File: src/rtl/vrp_pkg.sv
package vrp_pkg;
  typedef enum logic [1:0] {ST_IDLE, ST_WR, ST_RD, ST_FETCH} vrp_state_e;
  typedef enum logic [1:0] {
    REG_COL  = 2'd0,
    REG_ROW  = 2'd1,
    REG_DATA = 2'd2,
    REG_CTRL = 2'd3
  } vrp_reg_e;
endpackage

File: src/rtl/vrp_pos.sv
module vrp_pos #(
  parameter int COLS = 80,
  parameter int ROWS = 60,
  parameter int DW   = 8,
  localparam int CW  = $clog2(COLS),
  localparam int RW  = $clog2(ROWS)
) (
  input  logic          clk_i,
  input  logic          rst_ni,
  input  logic          col_we_i,
  input  logic          row_we_i,
  input  logic          ctl_we_i,
  input  logic [DW-1:0] wdata_i,
  input  logic          step_i,
  output logic [CW-1:0] col_o,
  output logic [RW-1:0] row_o,
  output logic          step_y_o,
  output logic          step_dec_o
);
  logic [CW-1:0] col_nx;
  logic [RW-1:0] row_nx;
  logic          col_ok, row_ok;

  assign col_ok = 32'(wdata_i) < COLS;
  assign row_ok = 32'(wdata_i) < ROWS;

  always_comb begin
    col_nx = col_o;
    row_nx = row_o;
    if (!step_y_o) begin
      if (step_dec_o) col_nx = (col_o == '0) ? CW'(COLS-1) : col_o - 1'b1;
      else            col_nx = (col_o == CW'(COLS-1)) ? '0 : col_o + 1'b1;
    end else begin
      if (step_dec_o) row_nx = (row_o == '0) ? RW'(ROWS-1) : row_o - 1'b1;
      else            row_nx = (row_o == RW'(ROWS-1)) ? '0 : row_o + 1'b1;
    end
  end

  always_ff @(posedge clk_i or negedge rst_ni) begin
    if (!rst_ni) begin
      col_o      <= '0;
      row_o      <= '0;
      step_y_o   <= 1'b0;
      step_dec_o <= 1'b0;
    end else begin
      if (step_i) begin
        col_o <= col_nx;
        row_o <= row_nx;
      end else begin
        if (col_we_i && col_ok) col_o <= wdata_i[CW-1:0];
        if (row_we_i && row_ok) row_o <= wdata_i[RW-1:0];
      end
      if (ctl_we_i) begin
        step_y_o   <= wdata_i[0];
        step_dec_o <= wdata_i[1];
      end
    end
  end
endmodule

File: src/rtl/vrp_addr.sv
module vrp_addr #(
  parameter int COLS = 80,
  parameter int ROWS = 60,
  localparam int CW  = $clog2(COLS),
  localparam int RW  = $clog2(ROWS),
  localparam int AW  = $clog2(COLS*ROWS)
) (
  input  logic [CW-1:0] col_i,
  input  logic [RW-1:0] row_i,
  output logic [AW-1:0] addr_o
);
  assign addr_o = AW'(row_i) * AW'(COLS) + AW'(col_i);
endmodule

File: src/rtl/vrp_ctrl.sv
module vrp_ctrl
  import vrp_pkg::*;
(
  input  logic clk_i,
  input  logic rst_ni,
  input  logic acc_wr_i,
  input  logic acc_rd_i,
  input  logic blank_i,
  output logic ready_o,
  output logic mem_we_o,
  output logic mem_re_o,
  output logic capture_o,
  output logic step_o
);
  vrp_state_e st_q, st_d;

  always_comb begin
    st_d = st_q;
    unique case (st_q)
      ST_IDLE:  if (acc_wr_i) st_d = ST_WR; else if (acc_rd_i) st_d = ST_RD;
      ST_WR:    if (blank_i) st_d = ST_IDLE;
      ST_RD:    if (blank_i) st_d = ST_FETCH;
      ST_FETCH: st_d = ST_IDLE;
      default:  st_d = ST_IDLE;
    endcase
  end

  always_ff @(posedge clk_i or negedge rst_ni) begin
    if (!rst_ni) st_q <= ST_IDLE;
    else         st_q <= st_d;
  end

  assign ready_o   = (st_q == ST_IDLE);
  assign mem_we_o  = (st_q == ST_WR) && blank_i;
  assign mem_re_o  = (st_q == ST_RD) && blank_i;
  assign capture_o = (st_q == ST_FETCH);
  // step after the access has finished
  assign step_o    = mem_we_o || capture_o;
endmodule

File: src/rtl/vreg_port.sv
module vreg_port
  import vrp_pkg::*;
#(
  parameter int COLS = 80,
  parameter int ROWS = 60,
  parameter int DW   = 8,
  localparam int CW  = $clog2(COLS),
  localparam int RW  = $clog2(ROWS),
  localparam int AW  = $clog2(COLS*ROWS)
) (
  input  logic          clk_i,
  input  logic          rst_ni,
  input  logic          cpu_sel_i,
  input  logic [1:0]    cpu_addr_i,
  input  logic          cpu_wr_i,
  input  logic          cpu_rd_i,
  input  logic [DW-1:0] cpu_wdata_i,
  output logic [DW-1:0] cpu_rdata_o,
  output logic          cpu_ready_o,
  input  logic          blank_i,
  output logic [AW-1:0] vm_addr_o,
  output logic          vm_we_o,
  output logic          vm_re_o,
  output logic [DW-1:0] vm_wdata_o,
  input  logic [DW-1:0] vm_rdata_i
);
  logic          acc, wr_acc, rd_acc, data_wr, data_rd;
  logic          capture, step;
  logic [CW-1:0] col;
  logic [RW-1:0] row;
  logic          step_y, step_dec;
  logic [DW-1:0] wbuf_q, rdata_q, reg_mux;
  vrp_reg_e      sel_reg;

  assign sel_reg = vrp_reg_e'(cpu_addr_i);
  assign acc     = cpu_sel_i && cpu_ready_o;
  assign wr_acc  = acc && cpu_wr_i;
  assign rd_acc  = acc && cpu_rd_i && !cpu_wr_i;
  assign data_wr = wr_acc && (sel_reg == REG_DATA);
  assign data_rd = rd_acc && (sel_reg == REG_DATA);

  vrp_ctrl u_ctrl (
    .clk_i     (clk_i),
    .rst_ni    (rst_ni),
    .acc_wr_i  (data_wr),
    .acc_rd_i  (data_rd),
    .blank_i   (blank_i),
    .ready_o   (cpu_ready_o),
    .mem_we_o  (vm_we_o),
    .mem_re_o  (vm_re_o),
    .capture_o (capture),
    .step_o    (step)
  );

  vrp_pos #(.COLS(COLS), .ROWS(ROWS), .DW(DW)) u_pos (
    .clk_i      (clk_i),
    .rst_ni     (rst_ni),
    .col_we_i   (wr_acc && (sel_reg == REG_COL)),
    .row_we_i   (wr_acc && (sel_reg == REG_ROW)),
    .ctl_we_i   (wr_acc && (sel_reg == REG_CTRL)),
    .wdata_i    (cpu_wdata_i),
    .step_i     (step),
    .col_o      (col),
    .row_o      (row),
    .step_y_o   (step_y),
    .step_dec_o (step_dec)
  );

  vrp_addr #(.COLS(COLS), .ROWS(ROWS)) u_addr (
    .col_i  (col),
    .row_i  (row),
    .addr_o (vm_addr_o)
  );

  always_comb begin
    reg_mux = '0;
    unique case (sel_reg)
      REG_COL:  reg_mux = DW'(col);
      REG_ROW:  reg_mux = DW'(row);
      REG_CTRL: reg_mux = DW'({step_dec, step_y});
      default:  reg_mux = rdata_q;
    endcase
  end

  always_ff @(posedge clk_i or negedge rst_ni) begin
    if (!rst_ni) begin
      wbuf_q  <= '0;
      rdata_q <= '0;
    end else begin
      if (data_wr) wbuf_q <= cpu_wdata_i;
      if (capture)                      rdata_q <= vm_rdata_i;
      else if (rd_acc && !data_rd)      rdata_q <= reg_mux;
    end
  end

  assign vm_wdata_o  = wbuf_q;
  assign cpu_rdata_o = rdata_q;
endmodule

File: config.mk
export PLATFORM = sky130hd
export DESIGN_NAME = vreg_port
export DESIGN_NICKNAME = d
export VERILOG_FILES = /design/src/rtl/vrp_pkg.sv /design/src/rtl/vrp_pos.sv /design/src/rtl/vrp_addr.sv /design/src/rtl/vrp_ctrl.sv /design/src/rtl/vreg_port.sv
export SDC_FILE = /design/constraint.sdc
export NUM_CORES = 1
export LEC_CHECK = 0
export ABC_CLOCK_PERIOD_IN_PS = 3200
export CORE_MARGIN = 5
export CORE_UTILIZATION = 52
export CTS_BUF_LIST = sky130_fd_sc_hd__clkbuf_2
export DETAILED_ROUTE_END_ITERATION = 12
export HOLD_SLACK_MARGIN = 0.15
export PLACE_DENSITY = 0.78
export SETUP_SLACK_MARGIN = 0.4
export SLEW_MARGIN = 30
export SYNTH_ARGS = -nofsm -noshare
export SYNTH_HDL_FRONTEND = slang
export SYNTH_SLANG_ARGS = --single-unit
File: constraint.sdc
create_clock -name clk_i -period 3.2 [get_ports clk_i]
set_input_delay 0.64 -clock clk_i [delete_from_list [all_inputs] [get_ports clk_i]]
set_output_delay 0.64 -clock clk_i [all_outputs]
set_load 0.01 [all_outputs]
==> results of run 1 <==
## layer usage
| layer | vias up | part of all wire (%) | global-route usage, % |
|---|---|---|---|
| met1 | 1156 | 41 | 27.6 |
| met4 | 0 | 1.3 | 5.74 |
| li1 | 1154 | - | - |
| met5 | - | 0 | 0 |
| met2 | 94 | 50 | 34.2 |
| met3 | 9 | 7.1 | 4.21 |
## repair_timing
item	CTS	global route
pin swaps	8	9
gates resized for setup	41	8
endpoints found under the hold margin	0	0
buffers inserted	3	3
setup endpoints to repair	8	5
## critical path, stage by stage (launching register included)
cell and delay (ns):
dfrtp_2 0.47, ha_4 0.25, ha_4 0.16, fa_2 0.36, xnor2_2 0.15, nand4b_1 0.26
nor3b_2 0.20, o21ai_1 0.07, o211ai_1 0.10, buf_2 0.17
## per-stage QoR
| step | cell area, um2 | std cells | setup TNS (ns) | hold slack (ns) | setup slack (ns) |
|---|---|---|---|---|---|
| after CTS | 3370 | 418 | 0 | 0.503 | 0.00916 |
| final | 3440 | 421 | -0.0135 | 0.497 | -0.0135 |
| after global placement | 3240 | 407 | -0.0327 | 0.467 | -0.0327 |
| after floorplan | 2650 | 291 | 0 | 0.344 | 0.403 |
| after global routing | 3440 | 421 | -0.159 | 0.534 | -0.133 |
| after detailed placement | 3240 | 407 | -0.129 | 0.470 | -0.0988 |
## state kept, by name, indices dropped and copies added (netlist names)
register          cells
u_pos.step_y_o        1
u_pos.col_o           7
u_pos.row_o           6
u_pos.step_dec_o      1
cpu_rdata_o           8
vm_wdata_o            8
u_ctrl.st_q           2
## cells by family (layout without fill, tap and decap cells)
kind of cell	Yosys count	in the layout	share of synthesized area, %
AO/OA/AOI/OAI	76	76	19.0
XOR/XNOR	18	18	5.95
adder cells (fa/ha/maj)	18	18	9.07
buffers and inverters	32	92	6.81
flip-flops	33	33	31.2
multiplexers	22	22	9.45
AND/OR/NAND/NOR	92	92	18.5
## Yosys cell counts (all sizes together), types with 3 or more instances
master	count
a211oi	4
a21o	4
a21oi	19
a22o	3
a31oi	3
and3	3
buf	17
clkbuf	5
dfrtp	33
ha	16
inv	10
mux2	14
mux2i	7
nand2	27
nand3	7
nor2	23
nor2b	5
nor3	7
o21ai	20
o22ai	6
o31ai	4
xnor2	13
xor2	5
## power groups by stage
stage          logic [mW]  clock network, mW  registers [mW]
6_report             2.74              0.198           0.887
5_1_grt              2.98              0.217           0.924
4_1_cts              2.55              0.205           0.879
3_5_place_dp         2.49                  0           0.875
3_3_place_gp         2.45                  0           0.864
2_1_floorplan        1.56                  0           0.834
## how the worst max path moves through the flow
stage,slack [ns],to,start
global placement,-0.03,vm_addr_o[12],u_pos.row_o[1]$_DFFE_PN0P_
detailed placement,-0.1,vm_addr_o[12],u_pos.row_o[1]$_DFFE_PN0P_
floorplan,0.40,vm_addr_o[12],u_pos.row_o[1]$_DFFE_PN0P_
finish,-0.01,vm_addr_o[12],u_pos.row_o[1]$_DFFE_PN0P_
global route,-0.13,vm_addr_o[12],u_pos.row_o[1]$_DFFE_PN0P_
CTS,0.009,vm_addr_o[12],u_pos.row_o[3]$_DFFE_PN0P_
## area by class of cell
class                      instances  share of cell area, %
clock buffer                       7                   1.02
sequential                        33                   24.1
clock inverter                     1                  0.109
timing repair buffer              74                   19.4
multi-input combinational        226                   51.8
tap                               70                   2.54
inverter                          10                   1.09
==> run metrics, run 1 <==
status finished, violations left; failing checks negative setup slack; PwrDens around 1100 nW/um2; total power 3.83 mW; DRC errors left 0; fmax 0.311 GHz; DIE HEIGHT 81.4 um; First-pass DRT Iterations 6; I/O pins 56; clock power share 5.2%; part of the cycle the worst path needs 100%; Final Hold Vio Count 0; initial drt markers 232; Detail Route Antenna Nets 0; CTS buffer count 5; vias per inst 5.73; CTS tree done; CTS Hold Bufs 0; first-pass GRT wire length 10600 um; CTS sink count 33; cells on worst reg2reg path 8; P_int 2.14 mW; Syn Std Cell Area 2650 um2; pin count of the biggest net entering global routing 34; Net Sw Frac 44.1%; deepest clock path buffer count 2; Max Transition Viols Final 0; measured slew at the worst slew-check pin around 0.72 ns; DPL Wire Length roughly 4700 um; clk_lat worst skew 0.38 ns; Initial Utilization 52.8%; Routed wire per std cell 16.0 um; endpoint class of the critical path primary output; Post-Synthesis Cells 291; share of cells above drive strength 1 a little under a quarter; Crit Path Category flop to primary output; initial antenna violation count 0; # rows 26; setup violators final 1; vias in the first global route 2207; Seq/Total Area, Yosys around 31%; syn nets 333; hold wc startpoint cpu_rdata_o[0]$_DFFE_PN0P_; synth warn 0; Gate power share 71.7%; crit-path max FO 3; total gr overflow 0; Reg power frac 23.2%; Worst R2R Setup Slack 1.14 ns; RSZ-0062 raised after global routing yes; library cells used by synthesis 56; core area 5010 um2; Post-synth top flop dfrtp_1; Max Clock Skew 0.0261 ns; CP Launch Type flop; Hold Path Class flop to flop; Synth Register Bits 33; most common cell after layout, fill and taps aside clkdlybuf4s50_1; routed wire length 6720 um; full die area 6620 um2; Root Driver clkbuf_2; Post-synth EDFFs 0; R2R Path End u_pos.row_o[4]$_DFFE_PN0P_; Die Wd around 81 um; largest area contributor in the netlist dfrtp_1; reg2reg start u_pos.row_o[1]$_DFFE_PN0P_; clock slew at reported path FFs 0.18 ns; # fillers 414; Synth area leaders dfrtp_1 (31%), ha_1 (7.6%), mux2_2 (6.0%), xnor2_1 (4.3%), nand2_1 (3.8%); port buffer count 55; maximum vdd ir drop 0.640 mV; Synth top area share 31.2%; Syn Area/Cell 9.10 um2; Post-synth ARST share 100%; DR vias approximately 2400; area occupied by multi-input gates between 1500 and 2000 um2; n_diodes 0; LEAKAGE 1.45 nW; Max Cap Viol 0; P_sw ~1.7 mW; required time of the critical path approximately 2.6 ns; Total GRT Usage 20.8%; headroom to the max-slew limit around 52%; crit path DAT 2.57 ns; RePlAce Congestion 0.874; Synth-to-Final Area Change 30.1%; crit path time final 3.21 ns; WHS Endpoint cpu_rdata_o[0]$_DFFE_PN0P_; hold path cells 2; register area about 830 um2; most frequent cells in the layout clkdlybuf4s50_1 (47), dfrtp_1 (31), nand2_1 (26); # nets final 392; CTS H-tree lvls 2; post-layout util a little under 70%; Worst Setup Slack, final -0.0135 ns
(Power assumes the default switching activity.)
==> inputs of run 2 (changes only) <==
--- a/config.mk
+++ b/config.mk
@@ -5,13 +5,15 @@
 export SDC_FILE = /design/constraint.sdc
 export NUM_CORES = 1
 export LEC_CHECK = 0
-export ABC_CLOCK_PERIOD_IN_PS = 3200
+export ABC_CLOCK_PERIOD_IN_PS = 3220
+export CELL_PAD_IN_SITES_DETAIL_PLACEMENT = 0
+export CELL_PAD_IN_SITES_GLOBAL_PLACEMENT = 2
 export CORE_MARGIN = 5
-export CORE_UTILIZATION = 52
+export CORE_UTILIZATION = 32
 export CTS_BUF_LIST = sky130_fd_sc_hd__clkbuf_2
 export DETAILED_ROUTE_END_ITERATION = 12
 export HOLD_SLACK_MARGIN = 0.15
-export PLACE_DENSITY = 0.78
+export PLACE_DENSITY = 0.8
 export SETUP_SLACK_MARGIN = 0.4
 export SLEW_MARGIN = 30
 export SYNTH_ARGS = -nofsm -noshare
==> constraint.sdc (replaced) <==
create_clock -name clk_i -period 3.22 [get_ports clk_i]
set_input_delay 0.644 -clock clk_i [delete_from_list [all_inputs] [get_ports clk_i]]
set_output_delay 0.644 -clock clk_i [all_outputs]
set_load 0.01 [all_outputs]
==> run 2 against run 1 <==
Net effect:
- the flow now finishes without violations
- power shrank 0.65%
- register-to-register slack better by 0.07 ns
- clock-buffer cell count fell by 2
- clock power up 3%
- highest routed layer unchanged
- flip-flop and latch count unchanged
- design area grew 1.7%
- largest cell class unchanged
- setup slack better by 0.043 ns
- first-iteration DRC count decreased by 60%
- utilization fell by 26 points
==> run metrics, run 2 (synthesis gave the netlist of run 1 again) <==
crit path time final 3.19 ns; pin count of the biggest net entering global routing 22; CTS sink count 33; initial antenna violation count 0; headroom to the max-slew limit between 50% and 60%; DIE HEIGHT 101 um; crit-path max FO 3; post-route insts no fill 458; full die area 10200 um2; core area between 8000 and 9000 um2; clock slew at reported path FFs 0.19 ns; share of cells above drive strength 1 23.5%; Final Hold Vio Count 0; reg2reg start u_pos.col_o[0]$_DFFE_PN0P_; Reg power frac 22.5%; top sig layer met4; status completed; # rows 33; Routed wire per std cell 15.9 um; clk_lat worst skew approximately 0.38 ns; Die Wd 101 um; Initial Utilization 32.5%; Total GRT Usage 14.8%; Worst R2R Setup Slack 1.21 ns; hold wc startpoint cpu_rdata_o[1]$_DFFE_PN0P_; metal3 WL 294 um; RSZ-0062 raised after global routing yes; vias per inst 5.10; deepest clock path buffer count 2; port buffer count 55; RePlAce Congestion about 0.79; I/O pins 56; most frequent cells in the layout clkdlybuf4s50_1 (47), dfrtp_1 (31), nand2_1 (26); CTS H-tree lvls 2; PwrDens between 1000 and 1500 nW/um2; Crit Path Category flop to primary output; setup violators final 0; First-pass DRT Iterations 4; CP Launch Type flop; crit path cell chain ha_4 -> ha_4 -> fa_2 -> xnor2_2 -> nand4b_1 -> nor3b_2 -> o21ai_1 -> o211ai_1 -> buf_2; crit path DAT 2.55 ns; initial drt markers between 90 and 100; Max Clock Skew 0.0136 ns; P_int 2.12 mW; Detail Route Antenna Nets 0; Worst Setup SP u_pos.row_o[1]$_DFFE_PN0P_; endpoint class of the critical path primary output; CTS Hold Bufs 0; part of the cycle the worst path needs 99.1%; M1 WL 3340 um; vias in the first global route 2340; CTS tree done; clock power share 5.4%; routed wire length about 7300 um; dpl cells 448; required time of the critical path between 2 and 3 ns; P_sw roughly 1.7 mW; measured slew at the worst slew-check pin 0.733 ns; CTS buffer count 5; Synth-to-Final Area Change 32.2%; n_diodes 0; maximum vdd ir drop about 0.42 mV; Net Sw Frac between 40% and 50%; Max Transition Viols Final 0; Gate power share between 70% and 80%; DRC errors left 0; LEAKAGE 1.46 nW; DPL Wire Length 5470 um; first-pass GRT wire length 11900 um; # nets final 394; DR vias 2336; slowest stage delay, CP about 0.47 ns; Top cell by count, worst path ha_4; Hold Path Class flop to flop; Max Cap Viol 0; Slowest-stage cell, CP dfrtp_2; total gr overflow 0; # fillers 838; most common cell after layout, fill and taps aside clkdlybuf4s50_1; fmax 0.313 GHz; total power 3.80 mW; Root Driver clkbuf_2; Routed met2 length 3600 um
[run 2: metal layers]
metal,up-vias,GRT usage [%]
met5,-,0
met4,0,4.29
met3,4,2.91
met2,47,24.6
met1,1110,19.4
li1,1175,-
[run 2: path summary, 6_finish.rpt]
kind | endpoint | cells past startpoint
min in group asynchronous | u_pos.col_o[2]$_DFFE_PN0P_ | 1
min reg2reg | cpu_rdata_o[1]$_DFFE_PN0P_ | 2
min | cpu_rdata_o[1]$_DFFE_PN0P_ | 2
max in group asynchronous | u_ctrl.st_q[0]$_DFFE_PN0P_ | 3
max | vm_addr_o[12] | 9
max reg2reg | u_pos.col_o[3]$_DFFE_PN0P_ | 7
[run 2: repair_timing]
| item | 4_1_cts | 5_1_grt |
|---|---|---|
| buffers inserted | 0 | 2 |
| resized for setup | 38 | 13 |
| pin swaps | 6 | 9 |
| cloned | 0 | 0 |
| endpoints found under the setup margin | 8 | 6 |
[run 2: power groups by stage]
stage          sequential [mW]  combinational (mW)  clock (mW)
2_1_floorplan            0.828                1.55           0
3_3_place_gp             0.847                2.58           0
3_5_place_dp             0.851                2.58           0
4_1_cts                  0.854                2.57       0.215
5_1_grt                  0.899                3.01       0.232
6_report                 0.857                2.74       0.204
[run 2: cell type report]
| type | instances | area, um2 | share of cell area (%) |
|---|---|---|---|
| inverter | 10 | 37.5 | 1.07 |
| clock buffer | 5 | 25.0 | 0.715 |
| tap | 105 | 131 | 3.75 |
| clock inverter | 3 | 17.5 | 0.500 |
| multi-input combinational | 226 | 1780 | 50.8 |
| timing repair buffer | 76 | 683 | 19.5 |
| sequential | 33 | 828 | 23.7 |
[run 2: through the flow]
step	util, %	setup TNS, ns	setup slack, ns	cell area [um2]	hold slack, ns
after detailed placement	40.9	-0.133	-0.0918	3330	0.474
after CTS	42.2	0	0.0185	3430	0.515
after global routing	43.0	-0.173	-0.120	3500	0.529
after global placement	40.9	-0.0541	-0.0403	3330	0.470
final	43.0	0	0.0300	3500	0.506
after floorplan	-	0	0.408	2650	0.348
[run 2: critical path, delay by kind of cell, from the launching register on]
family	cells	cell delay, ns
and+or+nand+nor	2	0.46
buffers and inverters	1	0.15
adders and majority gates	3	0.78
DFF	1	0.47
xor gates and xnor gates	1	0.15
AOI/OAI and AO/OA	2	0.15
